File: src/rtl/gsamp_pkg.sv
package gsamp_pkg;

   localparam int DEF_WORD_W  = 128;
   localparam int DEF_UNI_W   = 24;
   localparam int DEF_MAX_MAG = 23;
   localparam int DEF_Q       = 7681;
   localparam int DEF_DEPTH   = 8;

   // Cumulative thresholds over the non-negative half, entry i at bits [24i +: 24].
   // Scaled so that the last entry reaches the top of the 24-bit uniform range.
   localparam logic [(DEF_MAX_MAG+1)*DEF_UNI_W-1:0] DEF_THRESH = {
      24'd16777215, 24'd16777205, 24'd16777190, 24'd16777160,
      24'd16777100, 24'd16777000, 24'd16775966, 24'd16773476,
      24'd16767904, 24'd16755986, 24'd16731712, 24'd16684638,
      24'd16597788, 24'd16445132, 24'd16189900, 24'd15782924,
      24'd15165464, 24'd14273844, 24'd13047542, 24'd11441562,
      24'd9439246,  24'd7061978,  24'd4374606,  24'd1482114
   };

endpackage

File: src/rtl/gsamp_slicer.sv
module gsamp_slicer #(
   parameter int WORD_W = 128,
   parameter int GRP_W  = 25
) (
   input  logic              clk,
   input  logic              rst_n,
   input  logic              prng_valid,
   output logic              prng_ready,
   input  logic [WORD_W-1:0] prng_word,
   input  logic              fifo_full,
   output logic              push,
   output logic [GRP_W-1:0]  grp
);

   localparam int GROUPS = WORD_W / GRP_W;
   localparam int USED_W = GROUPS * GRP_W;
   localparam int CNT_W  = (GROUPS > 1) ? $clog2(GROUPS) : 1;
   localparam logic [CNT_W-1:0] LAST_IDX = CNT_W'(GROUPS - 1);

   logic [USED_W-1:0] word_q;
   logic [CNT_W-1:0]  cnt;
   logic              loaded;
   logic              last;
   logic              accept;

   generate
      if (USED_W < WORD_W) begin : g_spare
         logic unused_spare_bits;
         assign unused_spare_bits = ^prng_word[WORD_W-1:USED_W];
      end
   endgenerate

   assign last       = (cnt == LAST_IDX);
   assign push       = loaded && !fifo_full;
   assign prng_ready = !loaded || (push && last);
   assign accept     = prng_valid && prng_ready;
   assign grp        = word_q[int'(cnt)*GRP_W +: GRP_W];

   always_ff @(posedge clk or negedge rst_n) begin
      if (!rst_n) begin
         word_q <= '0;
         cnt    <= '0;
         loaded <= 1'b0;
      end else if (accept) begin
         word_q <= prng_word[USED_W-1:0];
         cnt    <= '0;
         loaded <= 1'b1;
      end else if (push) begin
         if (last) begin
            loaded <= 1'b0;
         end else begin
            cnt <= cnt + 1'b1;
         end
      end
   end

   AST_HOLD_WHEN_FULL: assert property (@(posedge clk) disable iff (!rst_n)
      (loaded && fifo_full && !prng_ready) |=> (loaded && $stable(cnt))) else $error("hold");

   AST_WORD_START: assert property (@(posedge clk) disable iff (!rst_n)
      (prng_valid && prng_ready) |=> (loaded && cnt == '0)) else $error("start");

endmodule

File: src/rtl/gsamp_cdf_select.sv
module gsamp_cdf_select #(
   parameter int UNI_W   = 24,
   parameter int MAX_MAG = 23,
   parameter logic [(MAX_MAG+1)*UNI_W-1:0] THRESH = '1
) (
   input  logic                         clk,
   input  logic                         rst_n,
   input  logic                         check_en,
   input  logic [UNI_W-1:0]             uni,
   output logic [$clog2(MAX_MAG+1)-1:0] mag
);

   localparam int NCMP  = MAX_MAG + 1;
   localparam int MAG_W = $clog2(NCMP);

   logic [NCMP-1:0] hit;

   generate
      for (genvar i = 0; i < NCMP; i++) begin : g_cmp
         assign hit[i] = (uni <= THRESH[i*UNI_W +: UNI_W]);
      end
   endgenerate

   always_comb begin
      mag = MAG_W'(MAX_MAG);
      for (int i = MAX_MAG; i >= 0; i--) begin
         if (hit[i]) mag = MAG_W'(i);
      end
   end

   logic [UNI_W-1:0] sel_thr;
   logic [UNI_W-1:0] below_thr;
   always_comb begin
      sel_thr   = THRESH[int'(mag)*UNI_W +: UNI_W];
      below_thr = '0;
      if (mag != '0) below_thr = THRESH[(int'(mag)-1)*UNI_W +: UNI_W];
   end

   AST_MAG_COVERS: assert property (@(posedge clk) disable iff (!rst_n)
      check_en |-> (uni <= sel_thr)) else $error("covers");

   AST_MAG_FIRST: assert property (@(posedge clk) disable iff (!rst_n)
      (check_en && mag != '0) |-> (uni > below_thr)) else $error("first");

endmodule

File: src/rtl/gsamp_fifo.sv
module gsamp_fifo #(
   parameter int DATA_W = 6,
   parameter int DEPTH  = 8
) (
   input  logic              clk,
   input  logic              rst_n,
   input  logic              push,
   input  logic [DATA_W-1:0] wdata,
   output logic              full,
   input  logic              pop,
   output logic              not_empty,
   output logic [DATA_W-1:0] rdata
);

   localparam int PTR_W = (DEPTH > 1) ? $clog2(DEPTH) : 1;
   localparam logic [PTR_W:0] FULL_CNT = (PTR_W+1)'(DEPTH);

   logic [DATA_W-1:0] mem [DEPTH];
   logic [PTR_W-1:0]  wr_ptr;
   logic [PTR_W-1:0]  rd_ptr;
   logic [PTR_W:0]    count;

   assign full      = (count == FULL_CNT);
   assign not_empty = (count != '0);
   assign rdata     = mem[rd_ptr];

   always_ff @(posedge clk) begin
      if (push) mem[wr_ptr] <= wdata;
   end

   always_ff @(posedge clk or negedge rst_n) begin
      if (!rst_n) begin
         wr_ptr <= '0;
         rd_ptr <= '0;
         count  <= '0;
      end else begin
         if (push) wr_ptr <= wr_ptr + 1'b1;
         if (pop)  rd_ptr <= rd_ptr + 1'b1;
         if (push && !pop)      count <= count + 1'b1;
         else if (pop && !push) count <= count - 1'b1;
      end
   end

   AST_NO_OVERFLOW: assert property (@(posedge clk) disable iff (!rst_n)
      !(push && full)) else $error("overflow");

   AST_NO_UNDERFLOW: assert property (@(posedge clk) disable iff (!rst_n)
      !(pop && !not_empty)) else $error("underflow");

endmodule

File: src/rtl/gsamp_lift.sv
module gsamp_lift #(
   parameter int MAG_W  = 5,
   parameter int Q      = 7681,
   parameter int COEF_W = 13
) (
   input  logic              clk,
   input  logic              rst_n,
   input  logic              valid,
   input  logic              neg,
   input  logic [MAG_W-1:0]  mag,
   output logic [COEF_W-1:0] coef
);

   localparam logic [COEF_W-1:0] QV = COEF_W'(Q);

   always_comb begin
      if (neg && mag != '0) coef = QV - COEF_W'(mag);
      else                  coef = COEF_W'(mag);
   end

   AST_LIFT_RANGE: assert property (@(posedge clk) disable iff (!rst_n)
      valid |-> (coef < QV)) else $error("range");

   AST_ZERO_UNSIGNED: assert property (@(posedge clk) disable iff (!rst_n)
      (valid && mag == '0) |-> (coef == '0)) else $error("zero");

endmodule

File: src/rtl/gauss_itm_sampler.sv
module gauss_itm_sampler
   import gsamp_pkg::*;
#(
   parameter int WORD_W  = DEF_WORD_W,
   parameter int UNI_W   = DEF_UNI_W,
   parameter int MAX_MAG = DEF_MAX_MAG,
   parameter int Q       = DEF_Q,
   parameter int DEPTH   = DEF_DEPTH,
   parameter logic [(MAX_MAG+1)*UNI_W-1:0] THRESH = DEF_THRESH,
   localparam int COEF_W = $clog2(Q)
) (
   input  logic              clk,
   input  logic              rst_n,
   input  logic              prng_valid,
   output logic              prng_ready,
   input  logic [WORD_W-1:0] prng_word,
   output logic              smp_valid,
   input  logic              smp_ready,
   output logic [COEF_W-1:0] smp_coef
);

   localparam int GRP_W  = UNI_W + 1;
   localparam int MAG_W  = $clog2(MAX_MAG + 1);
   localparam int ENT_W  = MAG_W + 1;

   initial begin
      assert (WORD_W >= GRP_W) else $error("word narrower than one group");
      assert (MAX_MAG >= 1 && MAX_MAG < Q) else $error("tail bound out of range");
      assert (DEPTH >= 2 && (DEPTH & (DEPTH - 1)) == 0) else $error("depth must be a power of two");
      assert (THRESH[MAX_MAG*UNI_W +: UNI_W] == {UNI_W{1'b1}}) else $error("top threshold must be all ones");
      for (int i = 1; i <= MAX_MAG; i++) begin
         assert (THRESH[i*UNI_W +: UNI_W] >= THRESH[(i-1)*UNI_W +: UNI_W])
            else $error("thresholds must not decrease");
      end
   end

   logic             fifo_full;
   logic             push;
   logic [GRP_W-1:0] grp;
   logic [MAG_W-1:0] grp_mag;
   logic [ENT_W-1:0] head;
   logic             pop;

   gsamp_slicer #(.WORD_W(WORD_W), .GRP_W(GRP_W)) u_slicer (
      .clk        (clk),
      .rst_n      (rst_n),
      .prng_valid (prng_valid),
      .prng_ready (prng_ready),
      .prng_word  (prng_word),
      .fifo_full  (fifo_full),
      .push       (push),
      .grp        (grp)
   );

   gsamp_cdf_select #(.UNI_W(UNI_W), .MAX_MAG(MAX_MAG), .THRESH(THRESH)) u_cdf (
      .clk      (clk),
      .rst_n    (rst_n),
      .check_en (push),
      .uni      (grp[UNI_W-1:0]),
      .mag      (grp_mag)
   );

   assign pop = smp_valid && smp_ready;

   gsamp_fifo #(.DATA_W(ENT_W), .DEPTH(DEPTH)) u_fifo (
      .clk       (clk),
      .rst_n     (rst_n),
      .push      (push),
      .wdata     ({grp[GRP_W-1], grp_mag}),
      .full      (fifo_full),
      .pop       (pop),
      .not_empty (smp_valid),
      .rdata     (head)
   );

   gsamp_lift #(.MAG_W(MAG_W), .Q(Q), .COEF_W(COEF_W)) u_lift (
      .clk   (clk),
      .rst_n (rst_n),
      .valid (smp_valid),
      .neg   (head[ENT_W-1]),
      .mag   (head[MAG_W-1:0]),
      .coef  (smp_coef)
   );

   AST_STALL_NO_TAKE: assert property (@(posedge clk) disable iff (!rst_n)
      (fifo_full && !smp_ready) |-> !push) else $error("stall");

endmodule

File: config.mk
export PLATFORM = sky130hd
export DESIGN_NAME = gauss_itm_sampler
export DESIGN_NICKNAME = d
export VERILOG_FILES = /design/src/rtl/gsamp_pkg.sv /design/src/rtl/gsamp_slicer.sv /design/src/rtl/gsamp_cdf_select.sv /design/src/rtl/gsamp_fifo.sv /design/src/rtl/gsamp_lift.sv /design/src/rtl/gauss_itm_sampler.sv
export SDC_FILE = /design/constraint.sdc
export NUM_CORES = 1
export LEC_CHECK = 0
export ABC_AREA = 1
export BUFFER_PORTS_ARGS = -buffer_cell sky130_fd_sc_hd__buf_2
export CELL_PAD_IN_SITES_DETAIL_PLACEMENT = 0
export CELL_PAD_IN_SITES_GLOBAL_PLACEMENT = 1
export CORE_MARGIN = 8
export CORE_UTILIZATION = 42
export DETAILED_ROUTE_END_ITERATION = 6
export GPL_TIMING_DRIVEN = 0
export PLACE_DENSITY = 0.9
export SYNTH_ARGS = -nofsm -noshare
export SYNTH_HDL_FRONTEND = slang
export SYNTH_SLANG_ARGS = --single-unit
File: constraint.sdc
create_clock -name clk -period 6.2 [get_ports clk]
set_input_delay 0.31 -clock clk [delete_from_list [all_inputs] [get_ports clk]]
set_output_delay 0.31 -clock clk [all_outputs]
set_load 0.01 [all_outputs]
### Word-level counts from Yosys, hierarchy flattened

Memories as Yosys holds them, arrays and structs flattened.
Index checks and enable logic that the tools add are counted.

| storage, ports and cells | value |
|---|---|
| register bits | 139 |
| memory bits (writable) | 48 |
| input port bits | 132 |
| output and inout bits | 15 |
| word-level logic and storage cells | 94 |
| memories kept | 1 |

Memory list:

| memory | depth | bits a word | rd ports | clocked after memory_dff | write ports | RTL line | source |
|---|---|---|---|---|---|---|---|
| u_fifo.mem | 8 | 6 | 1 | 0 | 1 | gsamp_fifo.sv:18 | `logic [DATA_W-1:0] mem [DEPTH];` |

| operators by class | value |
|---|---|
| $add $sub $neg | 6 |
| multiply operators | 1 |
| order comparisons | 23 |
| equality and inequality tests | 3 |
| shift operators | 1 |
| multiplexer cells | 34 |
| reductions and logical operators | 19 |

Operators by type and width:

| cell | number |
|---|---|
| less-or-equal comparator 24 bit (second input constant) | 20 |
| indexed part select 125 x 32 -> 25 bit | 1 |
| two-way mux 5 bit | 16 |
| less-or-equal comparator 24 x 23 -> 1 bit (second input constant) | 2 |
| less-or-equal comparator 24 x 21 -> 1 bit (second input constant) | 1 |
| two-way mux 3 bit | 7 |
| two-way mux 13 bit | 1 |
| subtractor 10 x 6 -> 11 bit (first input constant) | 1 |
| adder 3 x 1 -> 3 bit (second input constant) | 3 |
| multiplier 3 x 5 -> 8 bit (second input constant) | 1 |
| two-way mux 4 bit | 2 |
| logical AND 1 bit | 7 |
| two-way mux 1 bit | 6 |
| nonzero test 2 bit | 3 |
| nonzero test 5 bit | 1 |
| adder 4 x 1 -> 4 bit (second input constant) | 1 |
| equality test 4 bit (second input constant) | 1 |
| logical NOT 1 bit | 4 |
| two-way mux 2 bit | 2 |
| AND reduction 2 bit | 2 |
| nonzero test 4 bit | 1 |
| subtractor 4 x 1 -> 4 bit (second input constant) | 1 |
| equality test 3 bit (second input constant) | 1 |
| inequality test 2 bit (second input constant) | 1 |
| logical OR 1 bit | 1 |

### Depth between registers and ports, before layout

| depth | value |
|---|---|
| depth in word-level cells | 26 |
| gate-level depth with buffers | 35 |
| depth with buffers taken out | 32 |

### Modules after synthesis

A second synthesis with hierarchy kept.

| second synthesis, totals | value |
|---|---|
| cell total of the unflattened synthesis | 1531 |
| area total of the unflattened synthesis | 11099.4 um^2 |

By module, submodules not included:

| module | times used | cells an instance | area an instance (um^2) | seq. area each (um^2) |
|---|---|---|---|---|
| gsamp_slicer | 1 | 822 | 6216.0 | 3228.1 |
| gsamp_fifo | 1 | 238 | 2565.0 | 1691.6 |
| gsamp_cdf_select | 1 | 426 | 2094.5 | 0.0 |
| gsamp_lift | 1 | 43 | 216.5 | 0.0 |
| gauss_itm_sampler | 1 | 2 | 7.5 | 0.0 |

### Worst setup path after synthesis

OpenSTA, ideal clock, no wires.

| path | value |
|---|---|
| path type | reg2out |
| start | register u_fifo.rd_ptr[0] |
| end | output port smp_coef[7] |
| arrival | 2.682 ns |
| data required time | 5.890 ns |
| setup slack | 3.208 ns |
| cell stages (with the launch flop) | 12 |
| path buffers | 3 |
| path through | dfrtp_1 clkbuf_1 clkbuf_1 nor2_1 o22ai_1 inv_1 o21ai_0 nor3_1 a21oi_1 inv_1 nor2_1 buf_4 |

| between the ends | value |
|---|---|
| longest elaborated chain between the ends | 4 |
| elaborated cells between the ends (all ways) | 5 |
| those cells by class | add/sub: 1; mux: 1; reduce/logical: 2; memory: 1 |

Ends and longest elaborated chain:

| what | RTL line | source |
|---|---|---|
| start, declared | gsamp_fifo.sv:20 | `logic [PTR_W-1:0] rd_ptr;` |
| start signal, assigned | gsamp_fifo.sv:38 | `if (pop) rd_ptr <= rd_ptr + 1'b1;` |
| memory (8 x 6 bit) (*) | n/a |  |
| branches (longest 2 deep; another with subtractor 10 x 6 -> 11 bit) | n/a |  |
| two-way mux 13 bit (*) | gsamp_lift.sv:17 | `if (neg && mag != '0) coef = QV - COEF_W'(mag);` |
| end, declared | gauss_itm_sampler.sv:19 | `output logic [COEF_W-1:0] smp_coef` |

Mark *: on every way between the ends.

### Worst setup path after layout

| path | value |
|---|---|
| start | register u_slicer.cnt[1] |
| end | memory u_fifo.mem[7][0] (data pin) |

| between the ends | value |
|---|---|
| longest elaborated chain between the ends | 26 |
| elaborated cells between the ends (all ways) | 48 |
| those cells by class | mul: 1; order compare: 23; shift: 1; mux: 23 |

Ends and longest elaborated chain:

| what | RTL line | source |
|---|---|---|
| start, declared | gsamp_slicer.sv:21 | `logic [CNT_W-1:0] cnt;` |
| start signal, assigned | gsamp_slicer.sv:52 | `cnt <= cnt + 1'b1;` |
| multiplier 3 x 5 -> 8 bit (*) | gsamp_slicer.sv:37 | `assign grp = word_q[int'(cnt)*GRP_W +: GRP_W];` |
| indexed part select 125 x 32 -> 25 bit (*) | gsamp_slicer.sv:37 |  |
| less-or-equal comparator 24 bit | gsamp_cdf_select.sv:20 | `assign hit[i] = (uni <= THRESH[i*UNI_W +: UNI_W]);` |
| two-way mux 1 bit | gsamp_cdf_select.sv:27 | `if (hit[i]) mag = MAG_W'(i);` |
| two-way mux 2 bit (2 in a row) | gsamp_cdf_select.sv:27 |  |
| two-way mux 3 bit (4 in a row) | gsamp_cdf_select.sv:27 |  |
| two-way mux 5 bit (15 in a row) | gsamp_cdf_select.sv:27 |  |
| two-way mux 5 bit (*) | gsamp_cdf_select.sv:27 |  |
| net grp_mag[0] | gauss_itm_sampler.sv:40 | `logic [MAG_W-1:0] grp_mag;` |
| end, declared | gsamp_fifo.sv:18 |  |

Mark *: on every way through the listed nets, which the timed path passes. The rest lies on a longest branch.

==> results.cfg <==
[clocking]
cts.clk_slew.worst_paths_ns = 0.08
cts_max_path_buffers = 2
cts_resized = 0
root_buffer = clkbuf_16
h-tree-depth = 4
clock_sinks = 187
cts-buffers-inserted = 17
post_cts_buffers = 0
clk-insertion-delay-late_ns = 0.43
hold_buffers = 1
cts_tree = done

[logic_synthesis]
netlist_area_sq_mm = 0.0106
synth_nets = 1574
synth_area_leaders = dfrtp_1, nand2_1, edfxtp_1
yosysTopAreaCell = dfrtp_1
synth_cell_types = 51
yosys_warnings = 0
synth-async-reset-ratio = 0.743
avgSynthCellArea_sq_um = 7.42
synth.most_common_cell = nand2_1
synth_ff_type = dfrtp_1
synth_commonest_cells = nand2_1, dfrtp_1, nand3_1
seq_area_frac_synth = 0.463
synth_top_cell_area_share = 0.327
synth_edf_count = 48
netlist_instances = 1432
ys_seq_elements = 187

[worst_setup_path]
cp_max_fo = 12
crit_family = simple AND/OR/NAND/NOR gates
worst_path_largest_cell_delay_ns = 0.70
cp_num_buf_inv = 4
crit_required_ns = 6.35
cp_slowest_cell = nor3_2
startpoint_type = flip-flop
criticalPathCategory = flip-flop to flip-flop
cp-end-kind = flip-flop
cp.arrival_ns = 4.29
crit_top_cell = nand2_1

[cells_and_area]
area_delta_synth_final_pct = 16.8
drive_gt1_frac = 0.176
fillers = 2454
nets = 1738
multiInputGateArea_sq_mm = 0.00497
fin_area_sq_mm = 0.0124
final_util = 0.496
ff_latch_area_sq_mm = 0.00492
diodes = 0

[sta]
fmax_mhz = 242
tightest_slew_ns = 0.876
fin_skew_ns = 0.0107
period_needed_ns = 4.14
rsz0062_at_grt = false
hold_viol = 0
fin_crit_sh = 0.668
fin_setup_tns_ns = 0
setup-violations-final = 0
drv_slew = 0
slew_headroom = 0.413

[flow_run]
drv_cap = 0

[power]
ir_worst_vdd_mv = 0.351
p_leak_nw = 6.08
cellPowerDensity_mw_per_mm2 = 611

[floorplan]
dieArea_sq_mm = 0.0306
coreArea_sq_mm = 0.0250
initial_core_util = 0.424
die_w_microns = 175
die_y_microns = 175
rows = 58
boundaryPins = 147

[outcome]
outcome = complete, no violations

[place]
gp_congestion = 0.946
placed_area_sq_mm = 0.0118
portBuffers = 143
dp_hpwl_mm = 27.6

[global_routing]
track_usage = 0.230
grt_pass1_vias = 9981
gr-total-overflow = 0
grt_max_degree = 88
antenna_found_initial = 0
grt_first_pass_wirelength_mm = 55.0

[hold_path]
hp-class = input port to flip-flop

[routing]
avgViaCountPerCell = 5.29
ant_nets = 0
routed_wl_mm = 35.2
wl_per_cell_microns = 18.2
drc = 0
num_vias = 10300
drt-pass1-iter-count = 5
drt_iter0_drc = 790
## power breakdown
group / leakage (nW) / internal, mW / switching (mW) / total, mW
Sequential: 2.18 / 1.90 / 0.291 / 2.19
Clock: 0.303 / 0.604 / 0.515 / 1.12
Combinational: 3.60 / 1.26 / 3.02 / 4.28
## layer usage
metal | vias to the layer above | track usage | routed length [microns]
met2 | 407 | 0.363 | 15800
met3 | 61 | 0.0376 | 2270
met4 | 0 | 0.0791 | 1020
li1 | 4958 | - | -
met1 | 4833 | 0.316 | 16100
met5 | - | 0 | 0
## final cells by class
cell class,instances,area share
sequential,187,0.396
timing repair buffer,145,0.0612
tap,330,0.0333
multi-input combinational,1088,0.400
buffer,63,0.0302
inverter,94,0.0290
clock inverter,11,0.00927
clock buffer,21,0.0405
## cell usage in the layout, fill, tap and decap left out, types with 25 or more instances in the layout
| master | instances |
|---|---|
| inv_1 | 72 |
| edfxtp_1 | 48 |
| nand3_1 | 128 |
| nand2_2 | 26 |
| buf_2 | 148 |
| nand2_1 | 612 |
| clkbuf_1 | 32 |
| o21ai_0 | 58 |
| a21oi_1 | 25 |
| dfrtp_1 | 139 |
| nor2_1 | 103 |
## worst register-to-register path, stage by stage, from the launching register on
cell and delay, ns:
dfrtp_1 0.40, buf_6 0.16, inv_4 0.13, buf_2 0.25
nand3_1 0.13, nand3_1 0.13, nand2_2 0.16, inv_1 0.18
nand2_1 0.13, nor2_1 0.25, a21oi_1 0.13, nor3_2 0.70
nand2_1 0.21, nand2_1 0.10, nand2_1 0.06, nand2_1 0.06
nand2_1 0.05, nand2_1 0.06, nand2_1 0.05, nand2_1 0.08
nand2_1 0.05, nand2_1 0.05, nand2_1 0.05, nand2_1 0.05
nand2_1 0.05, nand2_1 0.07, a21oi_2 0.10
## per-stage QoR
step / hold WS, ns / power (mW) / worst slack [ns] / cells
floorplan: 0.0144 / 5.04 / 3.21 / 1432
global placement: 0.454 / 6.41 / 2.13 / 1905
detailed placement: 0.297 / 6.42 / 2.17 / 1906
CTS: 0.0481 / 7.56 / 2.14 / 1939
global route: 0.0636 / 8.19 / 1.75 / 1939
finish: 0.0683 / 7.59 / 2.06 / 1939
## path summary, 6_finish.rpt
path / to / depth (start not counted) / slack [ns] / from
worst max-delay path: u_fifo.mem[7][0] / 26 / 2.06 / u_slicer.cnt[1]
worst min-delay path: u_slicer.word_q[80] / 3 / 0.07 / prng_word[80]
worst max register to register: u_fifo.mem[7][0] / 26 / 2.06 / u_slicer.cnt[1]
worst min register to register: u_slicer.word_q[111] / 2 / 0.47 / u_slicer.word_q[111]
max in group asynchronous: u_slicer.word_q[70] / 3 / 5.00 / rst_n
min in group asynchronous: u_slicer.word_q[31] / 2 / 0.39 / rst_n
## logic make-up (layout without fill, tap and decap cells)
family | count (synthesis) | in the layout | share of synthesized area
AOI/OAI and AO/OA | 123 | 123 | 0.0661
xor gates and xnor gates | 8 | 8 | 0.00659
adders and majority gates | 10 | 10 | 0.0125
buffers and inverters | 157 | 334 | 0.0692
DFF | 187 | 187 | 0.463
and+or+nand+nor | 947 | 947 | 0.383
## state kept, by name (all words and copies together) (netlist names)
register and count:
u_slicer.loaded 1, u_fifo.wr_ptr 3, u_fifo.count 4, u_fifo.mem 48, u_slicer.word_q 125, u_fifo.rd_ptr 3
u_slicer.cnt 3
No activity file was read; power rests on OpenSTA's default activity.
